**src/rtl/vpd_seq_pkg.sv**
```systemverilog
package vpd_seq_pkg;

    typedef enum logic [3:0] {
        S_IDLE,
        S_FIRST_WAIT,
        S_MEM_WAIT,
        S_SETTLE,
        S_HOLD_WAIT,
        S_CLKB_OFF,
        S_ISO_REL,
        S_RST_REL,
        S_CLKA_ON,
        S_CLKB_ON
    } seq_state_e;

    typedef struct packed {
        logic pwr_off;
        logic iso;
        logic rst;
        logic clk_a;
        logic clk_b;
    } dom_ctl_t;

    function automatic int unsigned big4(int unsigned a, int unsigned b,
                                         int unsigned c, int unsigned d);
        int unsigned m;
        m = a;
        if (b > m) m = b;
        if (c > m) m = c;
        if (d > m) m = d;
        return m;
    endfunction

    function automatic int unsigned width_for(int unsigned v);
        return (v < 2) ? 1 : $clog2(v + 1);
    endfunction

endpackage

```
**src/rtl/vpd_seq_timer.sv**
```systemverilog
module vpd_seq_timer #(
    parameter int unsigned W = 8
) (
    input  logic         clk,
    input  logic         rst,
    input  logic         load_i,
    input  logic [W-1:0] val_i,
    output logic         zero_o
);
    logic [W-1:0] cnt_q;

    always_ff @(posedge clk) begin
        if (rst)
            cnt_q <= '0;
        else if (load_i)
            cnt_q <= val_i;
        else if (cnt_q != '0)
            cnt_q <= cnt_q - 1'b1;
    end

    assign zero_o = (cnt_q == '0);
endmodule

```
**src/rtl/vpd_seq_memctl.sv**
```systemverilog
module vpd_seq_memctl #(
    parameter int unsigned STEPS = 40,
    parameter int unsigned IW    = 6
) (
    input  logic             clk,
    input  logic             rst,
    input  logic             init_i,
    input  logic             stb_i,
    input  logic [IW-1:0]    idx_i,
    input  logic             val_i,
    output logic [STEPS-1:0] pd_o
);
    logic [STEPS-1:0] pd_q;

    always_ff @(posedge clk) begin
        if (rst)
            pd_q <= {STEPS{init_i}};
        else if (stb_i && (int'(idx_i) < STEPS))
            pd_q[idx_i] <= val_i;
    end

    assign pd_o = pd_q;
endmodule

```
**src/rtl/vpd_seq_ctrl.sv**
```systemverilog
module vpd_seq_ctrl
    import vpd_seq_pkg::*;
#(
    parameter int unsigned STEPS   = 40,
    parameter int unsigned IW      = 6,
    parameter int unsigned TW      = 21,
    parameter int unsigned L_ISO   = 2000,
    parameter int unsigned L_STEP  = 500,
    parameter int unsigned L_SET   = 2000,
    parameter int unsigned L_HOLD  = 2000000
) (
    input  logic          clk,
    input  logic          rst,
    input  logic          boot_off_i,
    input  logic          on_req_i,
    input  logic          off_req_i,
    input  logic          shutdown_i,
    input  logic          tmr_zero_i,
    output logic          tmr_load_o,
    output logic [TW-1:0] tmr_val_o,
    output logic          mem_stb_o,
    output logic [IW-1:0] mem_idx_o,
    output logic          mem_val_o,
    output dom_ctl_t      ctl_o,
    output logic          powered_o,
    output logic          busy_o,
    output logic          done_o,
    output logic          err_o
);
    localparam logic [IW-1:0] LAST_STEP = IW'(STEPS - 1);
    localparam logic [TW-1:0] V_ISO  = TW'(L_ISO - 1);
    localparam logic [TW-1:0] V_STEP = TW'(L_STEP - 1);
    localparam logic [TW-1:0] V_SET  = TW'(L_SET - 1);
    localparam logic [TW-1:0] V_HOLD = TW'(L_HOLD - 1);

    seq_state_e    st_q, st_d;
    dom_ctl_t      ctl_q, ctl_d;
    logic [IW-1:0] step_q, step_d;
    logic          up_q, up_d;
    logic          pw_q, pw_d;
    logic          busy_q, busy_d;
    logic          err_q, err_d;
    logic          done_q, done_d;
    logic          any_req;

    assign any_req = on_req_i | off_req_i | shutdown_i;

    always_comb begin
        st_d       = st_q;
        ctl_d      = ctl_q;
        step_d     = step_q;
        up_d       = up_q;
        pw_d       = pw_q;
        busy_d     = busy_q;
        err_d      = err_q;
        done_d     = 1'b0;
        tmr_load_o = 1'b0;
        tmr_val_o  = '0;
        mem_stb_o  = 1'b0;
        mem_idx_o  = step_q;
        mem_val_o  = ~up_q;

        if (st_q != S_IDLE && any_req)
            err_d = 1'b1;

        case (st_q)
            S_IDLE: begin
                if (pw_q && (shutdown_i || off_req_i)) begin
                    ctl_d.iso  = 1'b1;
                    up_d       = 1'b0;
                    busy_d     = 1'b1;
                    step_d     = '0;
                    tmr_load_o = 1'b1;
                    tmr_val_o  = V_ISO;
                    st_d       = S_FIRST_WAIT;
                end else if (off_req_i) begin
                    done_d = 1'b1;
                end else if (on_req_i && !pw_q) begin
                    ctl_d.pwr_off = 1'b0;
                    up_d       = 1'b1;
                    busy_d     = 1'b1;
                    step_d     = '0;
                    tmr_load_o = 1'b1;
                    tmr_val_o  = V_ISO;
                    st_d       = S_FIRST_WAIT;
                end else if (on_req_i) begin
                    done_d = 1'b1;
                end
            end
            S_FIRST_WAIT: begin
                if (tmr_zero_i) begin
                    mem_stb_o  = 1'b1;
                    mem_idx_o  = step_q;
                    tmr_load_o = 1'b1;
                    tmr_val_o  = V_STEP;
                    st_d       = S_MEM_WAIT;
                end
            end
            S_MEM_WAIT: begin
                if (tmr_zero_i) begin
                    if (step_q == LAST_STEP) begin
                        tmr_load_o = 1'b1;
                        tmr_val_o  = V_SET;
                        st_d       = S_SETTLE;
                    end else begin
                        step_d     = step_q + 1'b1;
                        mem_stb_o  = 1'b1;
                        mem_idx_o  = step_q + 1'b1;
                        tmr_load_o = 1'b1;
                        tmr_val_o  = V_STEP;
                    end
                end
            end
            S_SETTLE: begin
                if (tmr_zero_i) begin
                    if (up_q) begin
                        ctl_d.rst = 1'b1;
                        st_d      = S_ISO_REL;
                    end else begin
                        ctl_d.pwr_off = 1'b1;
                        tmr_load_o    = 1'b1;
                        tmr_val_o     = V_HOLD;
                        st_d          = S_HOLD_WAIT;
                    end
                end
            end
            S_HOLD_WAIT: begin
                if (tmr_zero_i) begin
                    ctl_d.clk_a = 1'b0;
                    st_d        = S_CLKB_OFF;
                end
            end
            S_CLKB_OFF: begin
                ctl_d.clk_b = 1'b0;
                pw_d        = 1'b0;
                busy_d      = 1'b0;
                done_d      = 1'b1;
                st_d        = S_IDLE;
            end
            S_ISO_REL: begin
                ctl_d.iso = 1'b0;
                st_d      = S_RST_REL;
            end
            S_RST_REL: begin
                ctl_d.rst = 1'b0;
                st_d      = S_CLKA_ON;
            end
            S_CLKA_ON: begin
                ctl_d.clk_a = 1'b1;
                st_d        = S_CLKB_ON;
            end
            S_CLKB_ON: begin
                ctl_d.clk_b = 1'b1;
                pw_d        = 1'b1;
                busy_d      = 1'b0;
                done_d      = 1'b1;
                st_d        = S_IDLE;
            end
            default: st_d = S_IDLE;
        endcase
    end

    always_ff @(posedge clk) begin
        if (rst) begin
            st_q          <= S_IDLE;
            ctl_q.pwr_off <= boot_off_i;
            ctl_q.iso     <= boot_off_i;
            ctl_q.rst     <= 1'b0;
            ctl_q.clk_a   <= ~boot_off_i;
            ctl_q.clk_b   <= ~boot_off_i;
            step_q        <= '0;
            up_q          <= ~boot_off_i;
            pw_q          <= ~boot_off_i;
            busy_q        <= 1'b0;
            err_q         <= 1'b0;
            done_q        <= 1'b0;
        end else begin
            st_q   <= st_d;
            ctl_q  <= ctl_d;
            step_q <= step_d;
            up_q   <= up_d;
            pw_q   <= pw_d;
            busy_q <= busy_d;
            err_q  <= err_d;
            done_q <= done_d;
        end
    end

    assign ctl_o     = ctl_q;
    assign powered_o = pw_q;
    assign busy_o    = busy_q;
    assign done_o    = done_q;
    assign err_o     = err_q;
endmodule

```
**src/rtl/vpd_sequencer.sv**
```systemverilog
module vpd_sequencer
    import vpd_seq_pkg::*;
#(
    parameter int unsigned CYCLES_PER_US = 100,
    parameter int unsigned ISO_US        = 20,
    parameter int unsigned STEP_US       = 5,
    parameter int unsigned SETTLE_US     = 20,
    parameter int unsigned OFF_HOLD_US   = 20000,
    parameter int unsigned FIELDS        = 16,
    parameter int unsigned EXTRA_BITS    = 8,
    parameter int unsigned RST_LINES     = 12
) (
    input  logic                  clk,
    input  logic                  rst,
    input  logic                  boot_off_i,
    input  logic                  on_req_i,
    input  logic                  off_req_i,
    input  logic                  shutdown_i,
    output logic                  pwr_off_o,
    output logic                  iso_o,
    output logic [RST_LINES-1:0]  rst_grp_o,
    output logic [FIELDS-1:0]     mem_pd0_o,
    output logic [FIELDS-1:0]     mem_pd1_o,
    output logic [EXTRA_BITS-1:0] mem_pd2_o,
    output logic                  clk_a_en_o,
    output logic                  clk_b_en_o,
    output logic                  powered_o,
    output logic                  busy_o,
    output logic                  done_o,
    output logic                  err_o
);
    localparam int unsigned STEPS  = 2 * FIELDS + EXTRA_BITS;
    localparam int unsigned IW     = width_for(STEPS - 1);
    localparam int unsigned L_ISO  = ISO_US * CYCLES_PER_US;
    localparam int unsigned L_STEP = STEP_US * CYCLES_PER_US;
    localparam int unsigned L_SET  = SETTLE_US * CYCLES_PER_US;
    localparam int unsigned L_HOLD = OFF_HOLD_US * CYCLES_PER_US;
    localparam int unsigned TW     = width_for(big4(L_ISO, L_STEP, L_SET, L_HOLD));

    logic             tmr_load, tmr_zero;
    logic [TW-1:0]    tmr_val;
    logic             mem_stb, mem_val;
    logic [IW-1:0]    mem_idx;
    logic [STEPS-1:0] pd_bits;
    dom_ctl_t         ctl;

    vpd_seq_ctrl #(
        .STEPS (STEPS), .IW (IW), .TW (TW),
        .L_ISO (L_ISO), .L_STEP (L_STEP), .L_SET (L_SET), .L_HOLD (L_HOLD)
    ) ctrl_i (
        .clk        (clk),
        .rst        (rst),
        .boot_off_i (boot_off_i),
        .on_req_i   (on_req_i),
        .off_req_i  (off_req_i),
        .shutdown_i (shutdown_i),
        .tmr_zero_i (tmr_zero),
        .tmr_load_o (tmr_load),
        .tmr_val_o  (tmr_val),
        .mem_stb_o  (mem_stb),
        .mem_idx_o  (mem_idx),
        .mem_val_o  (mem_val),
        .ctl_o      (ctl),
        .powered_o  (powered_o),
        .busy_o     (busy_o),
        .done_o     (done_o),
        .err_o      (err_o)
    );

    vpd_seq_timer #(.W (TW)) timer_i (
        .clk    (clk),
        .rst    (rst),
        .load_i (tmr_load),
        .val_i  (tmr_val),
        .zero_o (tmr_zero)
    );

    vpd_seq_memctl #(.STEPS (STEPS), .IW (IW)) mem_i (
        .clk    (clk),
        .rst    (rst),
        .init_i (boot_off_i),
        .stb_i  (mem_stb),
        .idx_i  (mem_idx),
        .val_i  (mem_val),
        .pd_o   (pd_bits)
    );

    assign mem_pd0_o  = pd_bits[FIELDS-1:0];
    assign mem_pd1_o  = pd_bits[2*FIELDS-1:FIELDS];
    assign mem_pd2_o  = pd_bits[STEPS-1:2*FIELDS];
    assign pwr_off_o  = ctl.pwr_off;
    assign iso_o      = ctl.iso;
    assign rst_grp_o  = {RST_LINES{ctl.rst}};
    assign clk_a_en_o = ctl.clk_a;
    assign clk_b_en_o = ctl.clk_b;
endmodule

```
**config.mk**
```make
export PLATFORM = sky130hd
export DESIGN_NAME = vpd_sequencer
export DESIGN_NICKNAME = d
export VERILOG_FILES = /design/src/rtl/vpd_seq_pkg.sv /design/src/rtl/vpd_seq_timer.sv /design/src/rtl/vpd_seq_memctl.sv /design/src/rtl/vpd_seq_ctrl.sv /design/src/rtl/vpd_sequencer.sv
export SDC_FILE = /design/constraint.sdc
export NUM_CORES = 1
export LEC_CHECK = 0
export ABC_AREA = 1
export BUFFER_PORTS_ARGS = -buffer_cell sky130_fd_sc_hd__buf_2
export CAP_MARGIN = 40
export CORE_UTILIZATION = 55
export CTS_BUF_LIST = sky130_fd_sc_hd__clkbuf_8 sky130_fd_sc_hd__clkbuf_16
export DETAILED_ROUTE_END_ITERATION = 8
export PLACE_DENSITY = 0.84
export SETUP_SLACK_MARGIN = 0.02
export SLEW_MARGIN = 20
export SYNTH_ARGS = -nofsm -noshare
export SYNTH_HDL_FRONTEND = slang
export SYNTH_SLANG_ARGS = --single-unit
```
**constraint.sdc**
```tcl
create_clock -name clk -period 2.83 [get_ports clk]
set_input_delay 0.566 -clock clk [delete_from_list [all_inputs] [get_ports clk]]
set_output_delay 0.566 -clock clk [all_outputs]
set_load 0.005 [all_outputs]
```
# == Word level (Yosys, flattened, before mapping) ==
# Index checks and enable logic that the tools add are counted.
# totals
latchBits,0
inputBits,6
register_bits,81
elab_cells,152
mem_count,0
ram_bits,0
mem_bits_ro,0
# op_classes
n_addsub,2
order_cmp,3
muxes,71
n_eq_ne,26
n_mul,0
n_reduce_logical,32
bitwise,4
n_shift,0
n_div,0
# ops
operator,count
$mux W21,7
$pmux W21 S4,1
$mux W40,2
$bwmux W40,1
$mux W6,6
$mux W4,8
$pmux W4 S8,1
$mux W1,29
$mux W11,2
$logic_not A21 Y1,1
$reduce_bool A21 Y1,1
$sub A21 B1 Y21 const B,1
$ne A3 B2 Y1 const B,6
$eq A4 B3 Y1 const B,4
$pmux W1 S2,8
$reduce_bool A3 Y1,5
$ne A2 B1 Y1 const B,6
$pmux W6 S2,1
$reduce_and A3 Y1,4
$reduce_bool A2 Y1,6
$mux W9,1
$ne A3 B3 Y1 const B,3
$eq A4 B2 Y1 const B,2
$eq A4 B4 Y1 const B,2
22 further kinds,30

# == Longest topological paths before layout ==
# logic_depth
ltp_word,11
depth_mapped,15
depth_no_buf,14

# == Modules after synthesis ==
# Synthesis repeated with hierarchy kept, for this count alone.
# unflattened
cells_unflattened,734
area_unflattened_um2,5067.4
# modules_own_cells
module,n_inst,cells_per_inst,area_each_um2,seq_area_each_um2
vpd_seq_memctl,1,284,2167.1,1201.2
vpd_seq_timer,1,224,1415.1,420.4
vpd_seq_ctrl,1,215,1402.6,430.4
vpd_sequencer,1,11,82.6,0.0

# == Worst setup path before layout ==
# No wires, ideal clock.
# synth_path
kind,register -> register
start,register timer_i.cnt_q[0]
end,"register mem_i.pd_q[13], in the netlist mem_i.pd_o[13] (enable)"
stages_incl_launch_ff,16
path_buffers,1
period_less_slack_ps,2119
slack_ps,711
required_time_ps,2528
arrival_time_ps,1816
path_cell_list,dfxtp_1 inv_1 ha_1 nand2_1 nor2_2 nand2_2 nor2_4 nand3_1 nand2_1 nand2_2 nand2_4 nand2_4 nand2_4 nand2_4 buf_8 o21ai_1
# synth_between
elab_chain_cells,6
elab_cells_between_ends,9
# synth_lines
element,line_no,source
from (decl),vpd_seq_timer.sv:10,logic [W-1:0] cnt_q;
from (signal assigned),vpd_seq_timer.sv:16,cnt_q <= val_i;
from (signal assigned),vpd_seq_timer.sv:18,cnt_q <= cnt_q - 1'b1;
$logic_not A21 Y1 *,vpd_seq_timer.sv:21,assign zero_o = (cnt_q == '0);
$mux W6,vpd_seq_ctrl.sv:100,if (tmr_zero_i) begin
$mux W6,-,
$lt A6 B6 Y1,vpd_seq_memctl.sv:18,else if (stb_i && (int'(idx_i) < STEPS))
$logic_and A1 B1 Y1 *,vpd_seq_memctl.sv:18,
$reduce_bool A2 Y1 (no source line) *,-,
to (signal assigned),vpd_seq_memctl.sv:17,pd_q <= {STEPS{init_i}};
"to (signal, indexed assignment)",vpd_seq_memctl.sv:19,pd_q[idx_i] <= val_i;
to (decl),vpd_seq_memctl.sv:13,logic [STEPS-1:0] pd_q;
# Every way passes the cells marked *; elsewhere a longest branch is shown, timed or not.
# A chain may end at the register's enable or synchronous reset.

# == Final worst setup path ==
# layout_path
start,register ctrl_i.step_q[1]
end,"register mem_i.pd_q[22], in the netlist mem_i.pd_o[22] (enable)"
# layout_between
elab_chain_cells,7
elab_cells_between_ends,11
# layout_lines
element,line_no,source
from (decl),vpd_seq_ctrl.sv:38,"logic [IW-1:0] step_q, step_d;"
from (signal assigned),vpd_seq_ctrl.sv:180,step_q <= step_d;
$add A6 B1 Y6 / $eq A6 B6 Y1 (equally long branches),"vpd_seq_ctrl.sv:108, vpd_seq_ctrl.sv:101",
$mux W6,-,
$mux W6,vpd_seq_ctrl.sv:100,
$mux W6,-,
$lt A6 B6 Y1,vpd_seq_memctl.sv:18,
$logic_and A1 B1 Y1 *,vpd_seq_memctl.sv:18,
$reduce_bool A2 Y1 (no source line) *,-,
# Marked as above.

==> results.md <==
Route:
- The total iterations of the first detailed-routing run is 6.
- After detailed routing, the number of vias per cell comes to 5.585.
- After detailed routing, the number of remaining DRC violations is 0.
- For this block, wires on met1 add up to 4.318 mm.
- Detailed routing placed a total of 5.618 mm of wire on met2.
- The residual antenna-violating net count after detailed routing is 0.
- The final routed wirelength across all metal layers is 11.03 mm.
- The number of DRC markers after the initial detailed-route iteration is 320.
- Wire segments on met3 add up to 891 um in the final route.
- The average detailed-routed wire length per instance is 14.39 um.
- The uppermost signal routing layer after detailed routing is met4.
- The total via count in the routed design is 4278.

Clock tree:
- After clock tree synthesis, the clock-pin slew on the worst setup and hold paths is 0.09 ns.
- The count of buffers added by post-CTS timing repair for setup is 0.
- CTS built an H-tree with a depth of 3.
- CTS saw 80 sinks.
- The clock tree from TritonCTS is yes.
- The number of gates resized after CTS is 0.
- The number of buffers added by the clock tree synthesis step is 9.
- The clock reaches the later pin of the worst-skew pair after 0.36 ns.
- The master cell of the clock root buffer is clkbuf_8.
- The number of hold buffers added after CTS was 0.
- The maximum number of buffers from clock root to sink is 2.

Yosys:
- Sequential elements use 43.20% of the synthesized area.
- Sorting the synthesized cells by area gives the leading types as edfxtp_1, dfxtp_1, nand2_1.
- Yosys mapped the design onto 41 distinct sky130hd cell types.
- Synthesis produced 612 cells.
- Among all cell types in the netlist, the one instantiated most often is nand2_1.
- The flip-flop cell with the highest count after synthesis is edfxtp_1.
- Averaged over all synthesized cells, the footprint is 7.761 sq um.
- The count of yosys warnings during synthesis is 0.
- Yosys mapped a number of flops with a built-in enable equal to 45.
- The commonest cells after synthesis are nand2_1, a21oi_1, inv_1.
- The library cell with the largest summed area after synthesis is edfxtp_1.
- The number of nets in the synthesized netlist is 620.
- The cell area that synthesis handed to floorplanning was 4750 sq um.
- After synthesis the netlist holds a flip-flop and latch count of 80.
- The proportion of synthesized flip-flops having asynchronous set or reset is 0%.
- The area share of the leading cell type in the synthesized netlist is 28.45%.

Pwr:
- The clock share of power is 17.9%.
- The portion of total power attributed to sequential cells is 34.9%.
- Net switching is 45.50% of the power.
- VDD sags by at most 532.0 uV.
- The part of the total power dissipated in combinational logic is 47.2%.
- The analysis attributes to cell leakage a power of 0.002220 uW.
- The internal portion of the total power is 2515 uW.
- The cell area power density is 886.0 nW/um^2.
- In this run the power spent charging and discharging nets is 2099 uW.

STA:
- The setup TNS is 0 ns.
- Setup repair after global routing left no endpoint under its margin.
- The post-route clock period utilization is 90.32%.
- Headroom to the max-slew limit came out at 44.06%.
- The final max-slew violation count was 0.
- The timing-limited maximum frequency is 391.2 MHz.
- The final number of setup-violating endpoints is 0.
- The final worst clock skew is 0.01370 ns.
- For the pin with the worst max-slew slack, the measured transition is 0.8360 ns.
- The count of endpoints failing hold in the final timing report came to 0.
- The final critical-path required period is 2.556 ns.

Worst setup path:
- The critical path goes through ha_1, nand2_1, nor2_2, nand2_1, nand3_1, nand3_1, nand2_1, nand2_2, nand2_4, nand2_4, nand2_4, nand2_4, o21ai_1.
- Tracing the worst setup path back leads to its startpoint at ctrl_i.step_q[1].
- In this design, the critical path's most frequently occurring cell is nand2_4.
- The startpoint kind of the worst setup timing path is a register.
- The critical path capture point type is a register.
- In this design, the stage delay of the slowest critical-path cell is 0.44 ns.
- For the worst setup path, the data required time is 2.89 ns.
- For the worst setup path, the data arrival time is 2.62 ns.
- The type of the worst setup path is register to register.
- The largest individual stage delay along the critical path comes from the cell dfxtp_1.
- Along the worst path, the maximum fanout reaches 37.
- The worst flop-to-flop path startpoint is ctrl_i.step_q[1].

Hold path:
- The type of the tightest min-delay check is register to register.
- The worst hold path begins at ctrl_i.err_o.

GRT:
- The largest net degree at the start of global routing is 43.
- The global-route wire length before repair is 18.09 mm.
- The remaining global-route overflow is 0.
- The number of global-route vias before repair is 4044.
- The initial antenna violation count is 0.
- The total routing resource utilization after global routing is 25.97%.

Layout:
- The finished layout holds 766 standard cells, fillers aside.
- The number of antenna diodes in the final layout is 0.
- Compared with the post-synthesis result, the final layout area differs by 9.642%.
- The share of cells above drive strength 1 is 21.94%.
- After the last flow step, the layout net total stands at 664.

Placed design:
- Once detailed placement completed, the half-perimeter wirelength came to 8.089 mm.
- In this run the tool buffered the top-level ports with 65 buffer cells.
- The routability-driven placement congestion ratio is 0.9268.
- The total placed cells including tap cells is 750.

Die:
- The I/O pin count is 66.
- The floorplan has 33 rows.
- In this run the horizontal extent of the chip is 94.93 um.
- The floorplan step set the die height to 94.93 um.
- The area of the placeable core is 8299 sq um.
- The die area is 9011 sq um.
- The initial utilization of the core area, before any placement, comes to 57.23%.

Flow run:
- The number of maximum-capacitance violations is 0.

Outcome:
- The run finished with clean final reports.
## metrics by stage
stage                     instance area (sq um)  hold slack (ns)  power [uW]  utilization [%]  worst slack, ns
after floorplan                            4750           0.4435        3338                -           0.7114
after global placement                     5015           0.4410        3708            60.43           0.3318
after detailed placement                   5015           0.4469        3776            60.43           0.1941
after CTS                                  5207           0.4607        4599            62.75           0.2937
after global routing                       5207           0.5029        4959            62.75          0.02890
final                                      5207           0.4561        4614            62.75           0.2740
## state kept, by name (all words and copies together) (netlist names)
signal         cells
mem_i.pd_o        40
ctrl_i.step_q      6
ctrl_i.done_o      1
ctrl_i.busy_o      1
timer_i.cnt_q     21
ctrl_i.up_q        1
ctrl_i.ctl_o       5
ctrl_i.st_q        4
ctrl_i.err_o       1
## path summary, 6_finish.rpt
path	endpoint	depth (start not counted)	slack (ns)
setup / recovery	mem_i.pd_o[22]	13	0.27
hold / removal	ctrl_i.err_o	2	0.46
setup reg to reg	mem_i.pd_o[22]	13	0.27
hold reg to reg	ctrl_i.err_o	2	0.46
## logic make-up after synthesis
family	count (synthesis)	share of synthesized area, %
buffers and inverters	96	9.536
AND/OR/NAND/NOR	283	28.85
adder cells (fa/ha/maj)	2	0.5268
XOR/XNOR	11	2.029
flip-flops	80	43.20
AO/OA/AOI/OAI	140	15.86
## layout make-up
class	count	area [sq um]
Multi-Input combinational cell	436	2248
Clock buffer	11	162.7
Timing Repair Buffer	69	355.3
Clock inverter	5	30.03
Inverter	60	227.7
Tap cell	105	131.4
Fill cell	679	3092
Sequential cell	80	2052
## placed cells by master, fill, tap and decap left out, types with 2 or more instances in the layout
| master | n |
|---|---|
| nand2_1 | 150 |
| a21oi_1 | 71 |
| buf_2 | 65 |
| inv_1 | 55 |
| nor2_1 | 51 |
| edfxtp_1 | 45 |
| o21ai_1 | 35 |
| dfxtp_1 | 35 |
| nand3_1 | 23 |
| nor2_4 | 15 |
| o21ai_0 | 15 |
| nand2_2 | 11 |
| clkbuf_8 | 10 |
| nor2_2 | 9 |
| xor2_1 | 9 |
| o21ai_2 | 7 |
| inv_2 | 5 |
| nand4_1 | 5 |
| nand2_4 | 4 |
| nor3_1 | 4 |
| buf_4 | 4 |
| a21oi_2 | 3 |
| a31oi_1 | 3 |
| nor4_1 | 3 |
| nand3_2 | 2 |
| nor3_2 | 2 |
| o211ai_1 | 2 |
| o31ai_1 | 2 |
| xnor2_1 | 2 |
| ha_1 | 2 |
## critical path, delay by kind of cell, from the launching register on
kind	cells	cell delay [ns]
DFF	1	0.44
AOI/OAI and AO/OA	1	0.29
adders and majority gates	1	0.27
and+or+nand+nor	11	1.26
## power groups by stage
| stage | Sequential (uW) | Combinational (uW) | Clock (uW) |
|---|---|---|---|
| final | 1610 | 2180 | 827 |
| after global placement | 1620 | 2090 | 0 |
| after global routing | 1630 | 2440 | 887 |
| after CTS | 1600 | 2160 | 835 |
| after floorplan | 1590 | 1740 | 0 |
| after detailed placement | 1630 | 2150 | 0 |
## layer usage
layer	GRT usage, %	up-vias
li1	-	2098
met1	30.72	1956
met2	44.96	199
met3	6.039	25
met4	10.86	0
met5	0	-
Note: power is estimated with default switching activity, not from simulation.
